==> src/rtl/hbridge_deadtime_decoder.sv <==
module hbridge_deadtime_decoder #(
  parameter int NCH  = 4,
  parameter int DEAD = 4
) (
  input  logic           clk,
  input  logic           rst_n,
  input  logic           inh,
  input  logic [NCH-1:0] in_lvl,
  input  logic [NCH-1:0] flt_off,
  output logic [NCH-1:0] hs_en,
  output logic [NCH-1:0] ls_en
);
  localparam int CW = (DEAD < 2) ? 1 : $clog2(DEAD);
  localparam logic [CW-1:0] RELOAD = CW'(DEAD - 1);

  function automatic logic [NCH-1:0] inv_mask();
    logic [NCH-1:0] m;
    for (int i = 0; i < NCH; i++) m[i] = (i % 2) == 1;
    return m;
  endfunction

  localparam logic [NCH-1:0] INV = inv_mask();

  for (genvar g = 0; g < NCH; g++) begin : g_ch
    logic          hs_q, ls_q;
    logic [CW-1:0] cnt;
    wire want_hs = in_lvl[g] ^ INV[g];
    wire kill    = ~inh | flt_off[g];

    always_ff @(posedge clk) begin
      if (!rst_n || kill) begin
        hs_q <= 1'b0;
        ls_q <= 1'b0;
        cnt  <= RELOAD;
      end else if ((hs_q && !want_hs) || (ls_q && want_hs)) begin
        hs_q <= 1'b0;
        ls_q <= 1'b0;
        cnt  <= RELOAD;
      end else if (!hs_q && !ls_q) begin
        if (cnt != '0) cnt <= cnt - CW'(1);
        else begin
          hs_q <= want_hs;
          ls_q <= ~want_hs;
        end
      end
    end

    assign hs_en[g] = hs_q & ~kill;
    assign ls_en[g] = ls_q & ~kill;
  end
endmodule

==> config.mk <==
export PLATFORM = sky130hd
export DESIGN_NAME = hbridge_deadtime_decoder
export DESIGN_NICKNAME = d
export VERILOG_FILES = /design/src/rtl/hbridge_deadtime_decoder.sv
export SDC_FILE = /design/constraint.sdc
export NUM_CORES = 1
export LEC_CHECK = 0
export ABC_AREA = 1
export BUFFER_PORTS_ARGS = -buffer_cell sky130_fd_sc_hd__buf_2
export CAP_MARGIN = 15
export CORE_MARGIN = 1
export CORE_UTILIZATION = 50
export CTS_BUF_LIST = sky130_fd_sc_hd__clkbuf_8
export DETAILED_ROUTE_END_ITERATION = 6
export GPL_TIMING_DRIVEN = 0
export PLACE_DENSITY = 0.74
export SYNTH_ARGS = -nofsm -noshare
export SYNTH_HDL_FRONTEND = slang
export SYNTH_SLANG_ARGS = --single-unit
==> constraint.sdc <==
create_clock -name clk -period 1.3 [get_ports clk]
set_input_delay 0.325 -clock clk [delete_from_list [all_inputs] [get_ports clk]]
set_output_delay 0.325 -clock clk [all_outputs]
set_load 0.02 [all_outputs]
* Yosys cells after proc, flatten, opt, wreduce, memory -nomap -nowiden *
Index checks and enable logic that the tools add are counted.

storage, ports and cells
  memory bits (writable) = 0
  output and inout bits = 8
  word-level logic and storage cells = 88
  bits of input ports = 11
  memories = 0
  bits in read-only memories = 0
  register bits after elaboration = 16
  bits in latches = 0

cells by class
  reduce and logical (&&, ||, !) cells = 47
  shifts and indexed selects = 0
  order comparisons = 0
  muxes and demuxes = 0
  div/mod/pow operators = 0
  eq/ne operators = 0
  multipliers = 0
  add/sub/neg operators = 4
  bitwise operators = 25

operators by type and width
  operator             number
  $reduce_and 2->1     8
  $not 1->1            13
  $logic_and 1x1->1    12
  $logic_not 1->1      11
  $and 1x1->1          8
  $logic_or 1x1->1     8
  $reduce_bool 2->1    4
  $reduce_or 2->1      4
  $sub 2x1->2 const B  4
  $or 1x1->1           4

* Depth between registers and ports, before layout *
Gate-level depths: netlist of run 1.

  depth in word-level cells = 4
  depth in mapped cells = 6
  gate-level depth less buffers = 6

* Worst setup path after synthesis of run 1 *
OpenSTA, ideal clock, no wires.

  path kind = input to output
  from = input inh
  to = output hs_en[0]
  cell stages on the path = 3
  required time = 0.975 ns
  path buffers = 1
  setup slack = 0.161 ns
  arrival = 0.814 ns
  cell sequence = buf_4 -> nand2_1 -> nor2_1

on the way
  word-level cells in the longest chain between the ends = 4

ends and longest elaborated chain
  item         RTL line  text
  from (decl)  7         input logic inh,
  $not 1->1    28        wire kill = ~inh | flt_off[g];
  $or 1x1->1   28
  $not 1->1    48        assign hs_en[g] = hs_q & ~kill;
  $and 1x1->1  48
  to (decl)    10        output logic [NCH-1:0] hs_en,

Every way passes these cells.

* Final worst setup path of run 1 *
  from = register g_ch[0].ls_q
  to = output ls_en[0]

on the way
  word-level cells in the longest chain between the ends = 1

ends and longest elaborated chain
  item                    RTL line  text
  from (decl)             25        logic hs_q, ls_q;
  from (signal assigned)  43        ls_q <= ~want_hs;
  $and 1x1->1             49        assign ls_en[g] = ls_q & ~kill;
  to (decl)               11        output logic [NCH-1:0] ls_en

Every way passes these cells.

==> impl_metrics.env, run 1 <==
export IMPL_status="completed"
export IMPL_synth_area_sq_um=938
export IMPL_relSlewSlack=0.832
export IMPL_num_rows=15
export IMPL_hold_buffers=0
export IMPL_grt_setup_unrepaired="no"
export IMPL_synth_distinct_cells=11
export IMPL_cts_tree="done"
export IMPL_gp_congestion=0.774
export IMPL_setup_violations=0
export IMPL_grt_pass1_vias=750
export IMPL_nNetsFinal=186
export IMPL_antenna_found_initial=0
export IMPL_dp_cells=191
export IMPL_final_area_sq_mm=0.00113
export IMPL_drive_above_1_share=0.224
export IMPL_layout_common_cells="inv_1 (40), nand2_1 (40), nand3_1 (16), nor2_1 (15), buf_2 (13)"
export IMPL_slowest_stage="dfxtp_1"
export IMPL_worstPathMaxFanout=3
export IMPL_cts_made_buffers=3
export IMPL_wirelength_um=1790
export IMPL_crit_chain="inv_1 > nor2_1 > buf_2"
export IMPL_dr_pass1_iters=4
export IMPL_yosys_warnings=0
export IMPL_yosysSeqAreaShare=0.341
export IMPL_cts_resized=0
export IMPL_ir_drop_mv=0.842
export IMPL_cp_arrival_ns=0.92
export IMPL_clock_latency_ns=0.25
export IMPL_critPathCaptureType="output pin"
export IMPL_drt_iter0_drc=14
export IMPL_postCtsSetupRepairBufs=0
export IMPL_wl_per_cell_um=9.18
export IMPL_drv_cap=0
export IMPL_drc=0
export IMPL_gr_total_overflow=0
export IMPL_power_per_cell_area_mw_per_mm2=888
export IMPL_die_x_um=45.3
export IMPL_fin_crit_sh=0.961
export IMPL_insertedDiodeCount=0
export IMPL_dp_hpwl_um=1440
export IMPL_start_util=0.538
export IMPL_path_clk_slew_ns=0.06
export IMPL_setup_ws_ns=0.0504
export IMPL_cpPeakStageDelay_ns=0.35
export IMPL_core_area_sq_mm=0.00175
export IMPL_dpl_cell_area_sq_mm=0.00105
export IMPL_h_tree_depth=1
export IMPL_vias=899
export IMPL_grt_max_degree=10
export IMPL_synth_area_top_cells="dfxtp_1 (34%), inv_1 (16%), nand2_1 (16%)"
export IMPL_cts_buffer_depth=2
export IMPL_via_per_inst=4.61
export IMPL_crit_required_ns=0.98
export IMPL_grt_pass1_wl_um=2900
export IMPL_skew_ns=0.000365
export IMPL_hold_viol=0
export IMPL_path_class="flop to output pin"
export IMPL_fin_util=0.648
export IMPL_grtUsageTotal=0.198
export IMPL_min_period_ns=1.25
export IMPL_ys_ff_latch=16
export IMPL_synth_nets=164
export IMPL_drv_slew=0
export IMPL_synth_top_area_frac=0.341
export IMPL_clock_sinks=16
export IMPL_die_h_um=45.3
export IMPL_critPathLaunchType="flop"
export IMPL_root_buffer="clkbuf_8"
export IMPL_syn_avg_cell_area_sq_um=6.30
export IMPL_place_ws_ns=0.156
export IMPL_detail_route_antenna_nets=0
export IMPL_power_leakage_uw=0.000667
export IMPL_worstMarginPinSlew_ns=0.251
export IMPL_area_delta_synth_final_pct=20.5
export IMPL_syn_inst=149
export IMPL_num_io_pins=19
export IMPL_layoutNonFillerInstCount=195
export IMPL_hp_class="input port to flop"
export IMPL_synth_largest_area_cell="dfxtp_1"
export IMPL_max_freq_ghz=0.800
export IMPL_tns_ns=0
export IMPL_die_area_sq_mm=0.00205
export IMPL_port_buffers=17
==> cell type report <==
type / instances / area [sq um]
Buffer: 1 / 7.51
Clock buffer: 4 / 55.1
Fill cell: 169 / 614
Inverter: 40 / 150
Multi-Input combinational cell: 92 / 463
Sequential cell: 16 / 329
Tap cell: 25 / 31.3
Timing Repair Buffer: 17 / 95.1
==> flip-flops by register name, indices dropped and copies added, names as in the netlist <==
name / flops
g_ch.ls_q: 4
g_ch.cnt: 8
g_ch.hs_q: 4
==> metal layers <==
| layer | wire length [um] | global-route usage | vias to the layer above |
|---|---|---|---|
| met5 | 0 | 0 | - |
| met4 | 43 | 0.127 | 0 |
| met3 | 60 | 0.0360 | 5 |
| met2 | 865 | 0.322 | 17 |
| met1 | 821 | 0.238 | 393 |
| li1 | - | - | 484 |
==> per-stage QoR <==
step	hold WS, ns	total power, uW
final	0.363	1000
after global routing	0.388	1060
after CTS	0.360	1030
after detailed placement	0.460	587
after global placement	0.456	582
after floorplan	0.442	558
==> path summary, 6_finish.rpt <==
kind / cells past startpoint / to / slack, ns / startpoint
min reg2reg: 2 / g_ch[2].cnt[1] / 0.47 / g_ch[2].cnt[1]
max: 3 / ls_en[0] / 0.05 / g_ch[0].ls_q
min: 3 / g_ch[2].hs_q / 0.36 / in_lvl[2]
max reg2reg: 6 / g_ch[0].cnt[1] / 0.24 / g_ch[0].cnt[0]
==> cell families (layout without fill, tap and decap cells) <==
family                   count (synthesis)  count (layout)  share of synthesized area
AO/OA/AOI/OAI                            4               4                     0.0267
adder cells (fa/ha/maj)                  4               4                     0.0533
buffers and inverters                   41              62                      0.168
flip-flops                              16              16                      0.341
AND/OR/NAND/NOR                         84              84                      0.411
==> where the power goes <==
part,switching (uW),internal [uW],leakage (uW)
Clock,159,268,0.0000288
Sequential,3.44,497,0.000133
Combinational,44.3,31.7,0.000505
Total,207,797,0.000667
==> synthesized netlist by cell type <==
cell type and number:
nand3b_1 4, nor2_1 16, ha_1 4, nand2_1 40
nand3_1 16, inv_1 40, buf_4 1, dfxtp_1 16
nor2_2 4, nand3_2 4, a31oi_1 4
==> critical path, delay by kind of cell, from the launching register on <==
| kind | cells | cell delay (ns) |
|---|---|---|
| and+or+nand+nor | 1 | 0.09 |
| DFF | 1 | 0.35 |
| buffers and inverters | 2 | 0.24 |
No activity file was read; power rests on OpenSTA's default activity.
==> run 2, diff against run 1 <==
CORE_UTILIZATION = 55   (was 50)
PLACE_DENSITY = 0.8   (was 0.74)
==> run 2 against run 1 <==
  * Utilization is 7.9 points higher
  * Routed wire length is 7.5% higher
  * Clock power increased by 5.8%
  * Highest routed layer unchanged
  * Cell count fell by 4.6%
==> impl_metrics.env, run 2 (synthesized netlist as in run 1, its figures left out) <==
export IMPL_status="completed"
export IMPL_reg_largest_list="g_ch.cnt (8), g_ch.hs_q (4), g_ch.ls_q (4)"
export IMPL_h_tree_depth=1
export IMPL_antenna_found_initial=0
export IMPL_die_x_um=43.3
export IMPL_core_area_sq_mm=0.00154
export IMPL_num_rows=14
export IMPL_via_per_inst=4.85
export IMPL_area_delta_synth_final_pct=19.5
export IMPL_wirelength_um=1930
export IMPL_die_area_sq_mm=0.00188
export IMPL_cts_resized=0
export IMPL_postCtsSetupRepairBufs=0
export IMPL_power_leakage_uw=0.000666
export IMPL_drv_slew=0
export IMPL_die_h_um=43.3
export IMPL_tns_ns=0
export IMPL_hold_buffers=0
export IMPL_drv_cap=0
export IMPL_vias=902
export IMPL_detail_route_antenna_nets=0
export IMPL_crit_family="flip-flops"
export IMPL_path_clk_slew_ns=0.07
export IMPL_min_period_ns=1.27
export IMPL_layout_common_cells="inv_1 (40), nand2_1 (40), nand3_1 (16), nor2_1 (14), buf_2 (13)"
export IMPL_power_per_cell_area_mw_per_mm2=919
export IMPL_cts_made_buffers=3
export IMPL_grtUsageTotal=0.222
export IMPL_nNetsFinal=186
export IMPL_relSlewSlack=0.831
export IMPL_crit_required_ns=0.98
export IMPL_critPathCaptureType="output pin"
export IMPL_drt_iter0_drc=17
export IMPL_insertedDiodeCount=0
export IMPL_fin_crit_sh=0.978
export IMPL_path_class="flop to output pin"
export IMPL_ir_drop_mv=0.739
export IMPL_worstMarginPinSlew_ns=0.253
export IMPL_slowest_stage="dfxtp_2"
export IMPL_crit_buf_inv=2
export IMPL_start_util=0.609
export IMPL_drc=0
export IMPL_grt_max_degree=10
export IMPL_dp_hpwl_um=1400
export IMPL_setup_violations=0
export IMPL_skew_ns=0.00508
export IMPL_hold_viol=0
export IMPL_gr_total_overflow=0
export IMPL_hp_class="input port to flop"
export IMPL_max_freq_ghz=0.787
export IMPL_num_io_pins=19
export IMPL_power_uw=1030
export IMPL_port_buffers=17
export IMPL_cts_tree="done"
export IMPL_cts_buffer_depth=2
export IMPL_critPathLaunchType="flop"
export IMPL_worstPathMaxFanout=4
export IMPL_drive_above_1_share=0.224
export IMPL_clock_sinks=16
export IMPL_largest_reg_flops=8
export IMPL_top_register="g_ch.cnt"
export IMPL_root_buffer="clkbuf_8"
export IMPL_dr_pass1_iters=4
export IMPL_cp_arrival_ns=0.95
export IMPL_grt_pass1_wl_um=3170
export IMPL_crit_chain="inv_1 > nor2_2 > buf_4"
export IMPL_cpPeakStageDelay_ns=0.36
export IMPL_grt_setup_unrepaired="no"
export IMPL_wl_per_cell_um=10.3
export IMPL_clock_latency_ns=0.25
export IMPL_gp_congestion=0.858
export IMPL_grt_pass1_vias=833
## run 2: cell counts in the layout (fill, tap and decap cells not counted)
Identical to the previous run, type by type.
## run 2: routing by layer
| metal | wire, um | track usage | up-vias |
|---|---|---|---|
| li1 | - | - | 485 |
| met1 | 837 | 0.241 | 394 |
| met2 | 999 | 0.418 | 19 |
| met3 | 55 | 0.0383 | 4 |
| met4 | 32 | 0.0909 | 0 |
| met5 | 0 | 0 | - |
## run 2: path summary, 6_finish.rpt
path                  start        endpoint  slack, ns  depth (start not counted)
max            g_ch[1].ls_q        ls_en[1]       0.03                          3
min               in_lvl[2]    g_ch[2].hs_q       0.35                          3
max reg2reg  g_ch[1].cnt[0]  g_ch[1].cnt[1]       0.21                          6
min reg2reg  g_ch[3].cnt[0]  g_ch[3].cnt[0]       0.48                          2
## run 2: report_power, final
group	internal [uW]	switching, uW	leakage, uW
Sequential	497	3.69	0.000133
Clock	269	184	0.0000288
Combinational	31.5	45.8	0.000505
Total	797	234	0.000666
## run 2: area by class of cell
cell class | count | area [sq um]
inverter | 40 | 150
clock buffer | 4 | 55.1
sequential | 16 | 328
timing repair buffer | 17 | 95.1
buffer | 1 | 7.51
tap | 16 | 20.0
multi-input combinational | 92 | 465
fill | 133 | 420
## run 2: through the flow
stage               cells  setup slack, ns  hold slack [ns]  instance area (sq um)  utilization
finish                186           0.0286            0.351                   1120        0.727
global route          186          0.00205            0.380                   1120        0.727
CTS                   186          0.00170            0.358                   1100        0.713
detailed placement    182            0.142            0.466                   1040        0.677
global placement      182            0.169            0.454                   1040        0.677
floorplan             149            0.161            0.442                    938            -
## run 2: worst reg2reg max path: cells and delay by family, from the launching register on
| family | cells | cell delay, ns |
|---|---|---|
| simple gates | 3 | 0.24 |
| fa+ha+maj | 1 | 0.22 |
| flops | 1 | 0.34 |
| buf+inv | 2 | 0.15 |
==> run 3, diff against run 2 <==
ABC_AREA = default   (was 1)
CORE_UTILIZATION = 54   (was 55)
==> run 3 against run 2 <==
  * Setup slack worse by 0.021 ns
  * First-iteration DRC count shrank 29%
  * Hold slack got worse by 0.0054 ns
  * Register-to-register slack lost 0.16 ns
  * Highest routed layer unchanged
  * Via count shrank 18%
  * Cell count is 32% lower
  * Die area decreased by 7.4%
  * Routed wire length down 3.3%
  * Area after synthesis is 9.5% lower
==> impl_metrics.env, run 3 <==
export IMPL_synth_area_sq_um=850
export IMPL_synth_nets=100
export IMPL_area_delta_synth_final_pct=37.6
export IMPL_detail_route_antenna_nets=0
export IMPL_place_ws_ns=-0.00251
export IMPL_start_util=0.614
export IMPL_wirelength_um=1860
export IMPL_layout_common_cells="buf_2 (13), buf_4 (10), nand2_1 (8), nor2_1 (8), dfxtp_2 (7)"
export IMPL_die_x_um=41.7
export IMPL_via_per_inst=5.81
export IMPL_drc=0
export IMPL_synth_area_top_cells="dfxtp_1 (38%), a2111oi_4 (9.7%), ha_1 (5.9%)"
export IMPL_drt_iter0_drc=12
export IMPL_syn_avg_cell_area_sq_um=9.99
export IMPL_cts_buffer_depth=2
export IMPL_ys_ff_latch=16
export IMPL_status="completed"
export IMPL_cp_arrival_ns=0.97
export IMPL_root_buffer="clkbuf_8"
export IMPL_power_leakage_uw=0.000606
export IMPL_grt_max_degree=10
export IMPL_wl_met2_um=883
export IMPL_syn_inst=85
export IMPL_grt_pass1_wl_um=3040
export IMPL_dr_pass1_iters=4
export IMPL_hp_class="input port to flop"
export IMPL_ir_drop_mv=0.542
export IMPL_vias=738
export IMPL_reg_largest_list="g_ch.cnt (8), g_ch.hs_q (4), g_ch.ls_q (4)"
export IMPL_top_layer_used="met4"
export IMPL_gr_total_overflow=0
export IMPL_grt_setup_unrepaired="yes"
export IMPL_worstMarginPinSlew_ns=0.344
export IMPL_wl_per_cell_um=14.7
export IMPL_synth_distinct_cells=16
export IMPL_drv_slew=0
export IMPL_multiInputGateArea_sq_um=567
export IMPL_synthFlopType="dfxtp_1"
export IMPL_clock_sinks=16
export IMPL_min_period_ns=1.29
export IMPL_synth_commonest_cells="dfxtp_1 (16), inv_1 (12), nand2_1 (8), nor2_1 (8)"
export IMPL_setup_ws_ns=0.00786
export IMPL_path_clk_slew_ns=0.06
export IMPL_top_register="g_ch.cnt"
export IMPL_synth_edf_count=0
export IMPL_grtUsageTotal=0.232
export IMPL_async_reset_ff_frac=0
export IMPL_nNetsFinal=128
export IMPL_dp_hpwl_um=1200
export IMPL_hold_viol=0
export IMPL_worstPathMaxFanout=2
export IMPL_setup_violations=0
export IMPL_antenna_found_initial=0
export IMPL_layout_commonest_cell="buf_2"
export IMPL_drive_above_1_share=0.563
export IMPL_crit_required_ns=0.98
export IMPL_met1_length_um=803
export IMPL_h_tree_depth=1
export IMPL_drv_cap=0
export IMPL_max_freq_ghz=0.774
export IMPL_num_fill_cells=76
export IMPL_tns_ns=0
export IMPL_cts_made_buffers=3
export IMPL_clock_latency_ns=0.25
export IMPL_gp_congestion=0.803
export IMPL_num_io_pins=19
export IMPL_power_uw=1030
export IMPL_largest_reg_flops=8
export IMPL_synth_largest_area_cell="dfxtp_1"
export IMPL_cts_tree="done"
export IMPL_yosysMostFrequentCell="dfxtp_1"
export IMPL_grt_pass1_vias=733
export IMPL_relSlewSlack=0.770
export IMPL_met3_length_um=82
export IMPL_skew_ns=0.00806
export IMPL_port_buffers=18
export IMPL_insertedDiodeCount=0
export IMPL_die_area_sq_mm=0.00174
export IMPL_critPathLaunchType="flop"
export IMPL_seqCellArea_sq_um=340
export IMPL_num_rows=13
export IMPL_power_per_cell_area_mw_per_mm2=879
export IMPL_hold_buffers=0
export IMPL_yosysSeqAreaShare=0.377
export IMPL_core_area_sq_mm=0.00138
export IMPL_yosys_warnings=0
export IMPL_critPathCaptureType="output pin"
export IMPL_synth_top_area_frac=0.377
export IMPL_fin_crit_sh=0.994
export IMPL_path_class="flop to output pin"
export IMPL_die_h_um=41.7
-- run 3: metrics by stage --
step                 util  cells  hold WS (ns)  area (sq um)
floorplan               -     85         0.428           865
global placement    0.704    118         0.464           973
detailed placement  0.704    118         0.471           973
CTS                 0.795    126         0.343          1100
global route        0.845    127         0.348          1170
finish              0.845    127         0.345          1170
-- run 3: area by class of cell --
| type | count | share of cell area |
|---|---|---|
| timing repair buffer | 23 | 0.120 |
| tap | 15 | 0.0161 |
| clock buffer | 4 | 0.0471 |
| inverter | 12 | 0.0407 |
| multi-input combinational | 57 | 0.485 |
| sequential | 16 | 0.291 |
-- run 3: path summary, 6_finish.rpt --
path / startpoint / depth (start not counted) / slack [ns] / endpoint
worst max register to register: g_ch[2].cnt[0] / 5 / 0.05 / g_ch[2].cnt[0]
worst min-delay path: flt_off[3] / 3 / 0.35 / g_ch[3].cnt[0]
worst min register to register: g_ch[2].cnt[1] / 2 / 0.47 / g_ch[2].cnt[1]
worst max-delay path: g_ch[2].ls_q / 3 / 0.008 / ls_en[2]
-- run 3: cells by family (layout without fill, tap and decap cells) --
kind of cell	Yosys count	count (layout)	share of synthesized area
xor gates and xnor gates	4	4	0.0412
DFF	16	16	0.377
buffers and inverters	12	39	0.0530
adders and majority gates	4	4	0.0589
and+or+nand+nor	33	33	0.219
AOI/OAI and AO/OA	16	16	0.250
-- run 3: where the power goes --
| group | internal, uW | leakage [uW] | switching (uW) |
|---|---|---|---|
| sequential | 490 | 0.000134 | 2.59 |
| combinational | 37.5 | 0.000444 | 52.0 |
| clock | 269 | 0.0000288 | 176 |
| total | 797 | 0.000606 | 230 |
-- run 3: metal layers --
metal | GRT usage | vias up
li1 | - | 356
met1 | 0.276 | 331
met2 | 0.363 | 35
met3 | 0.0435 | 16
met4 | 0.181 | 0
met5 | 0 | -
-- run 3: worst max-delay path, cell delays in order, from the launching register on --
cell and delay [ns]:
dfxtp_4 0.35, inv_2 0.04, nor3b_2 0.17, buf_4 0.17
-- run 3: repair_timing --
action	in CTS	in global routing
endpoints found under the setup margin	7	15
setup buffers	4	1
gates resized for setup	14	24
pin swaps	3	4
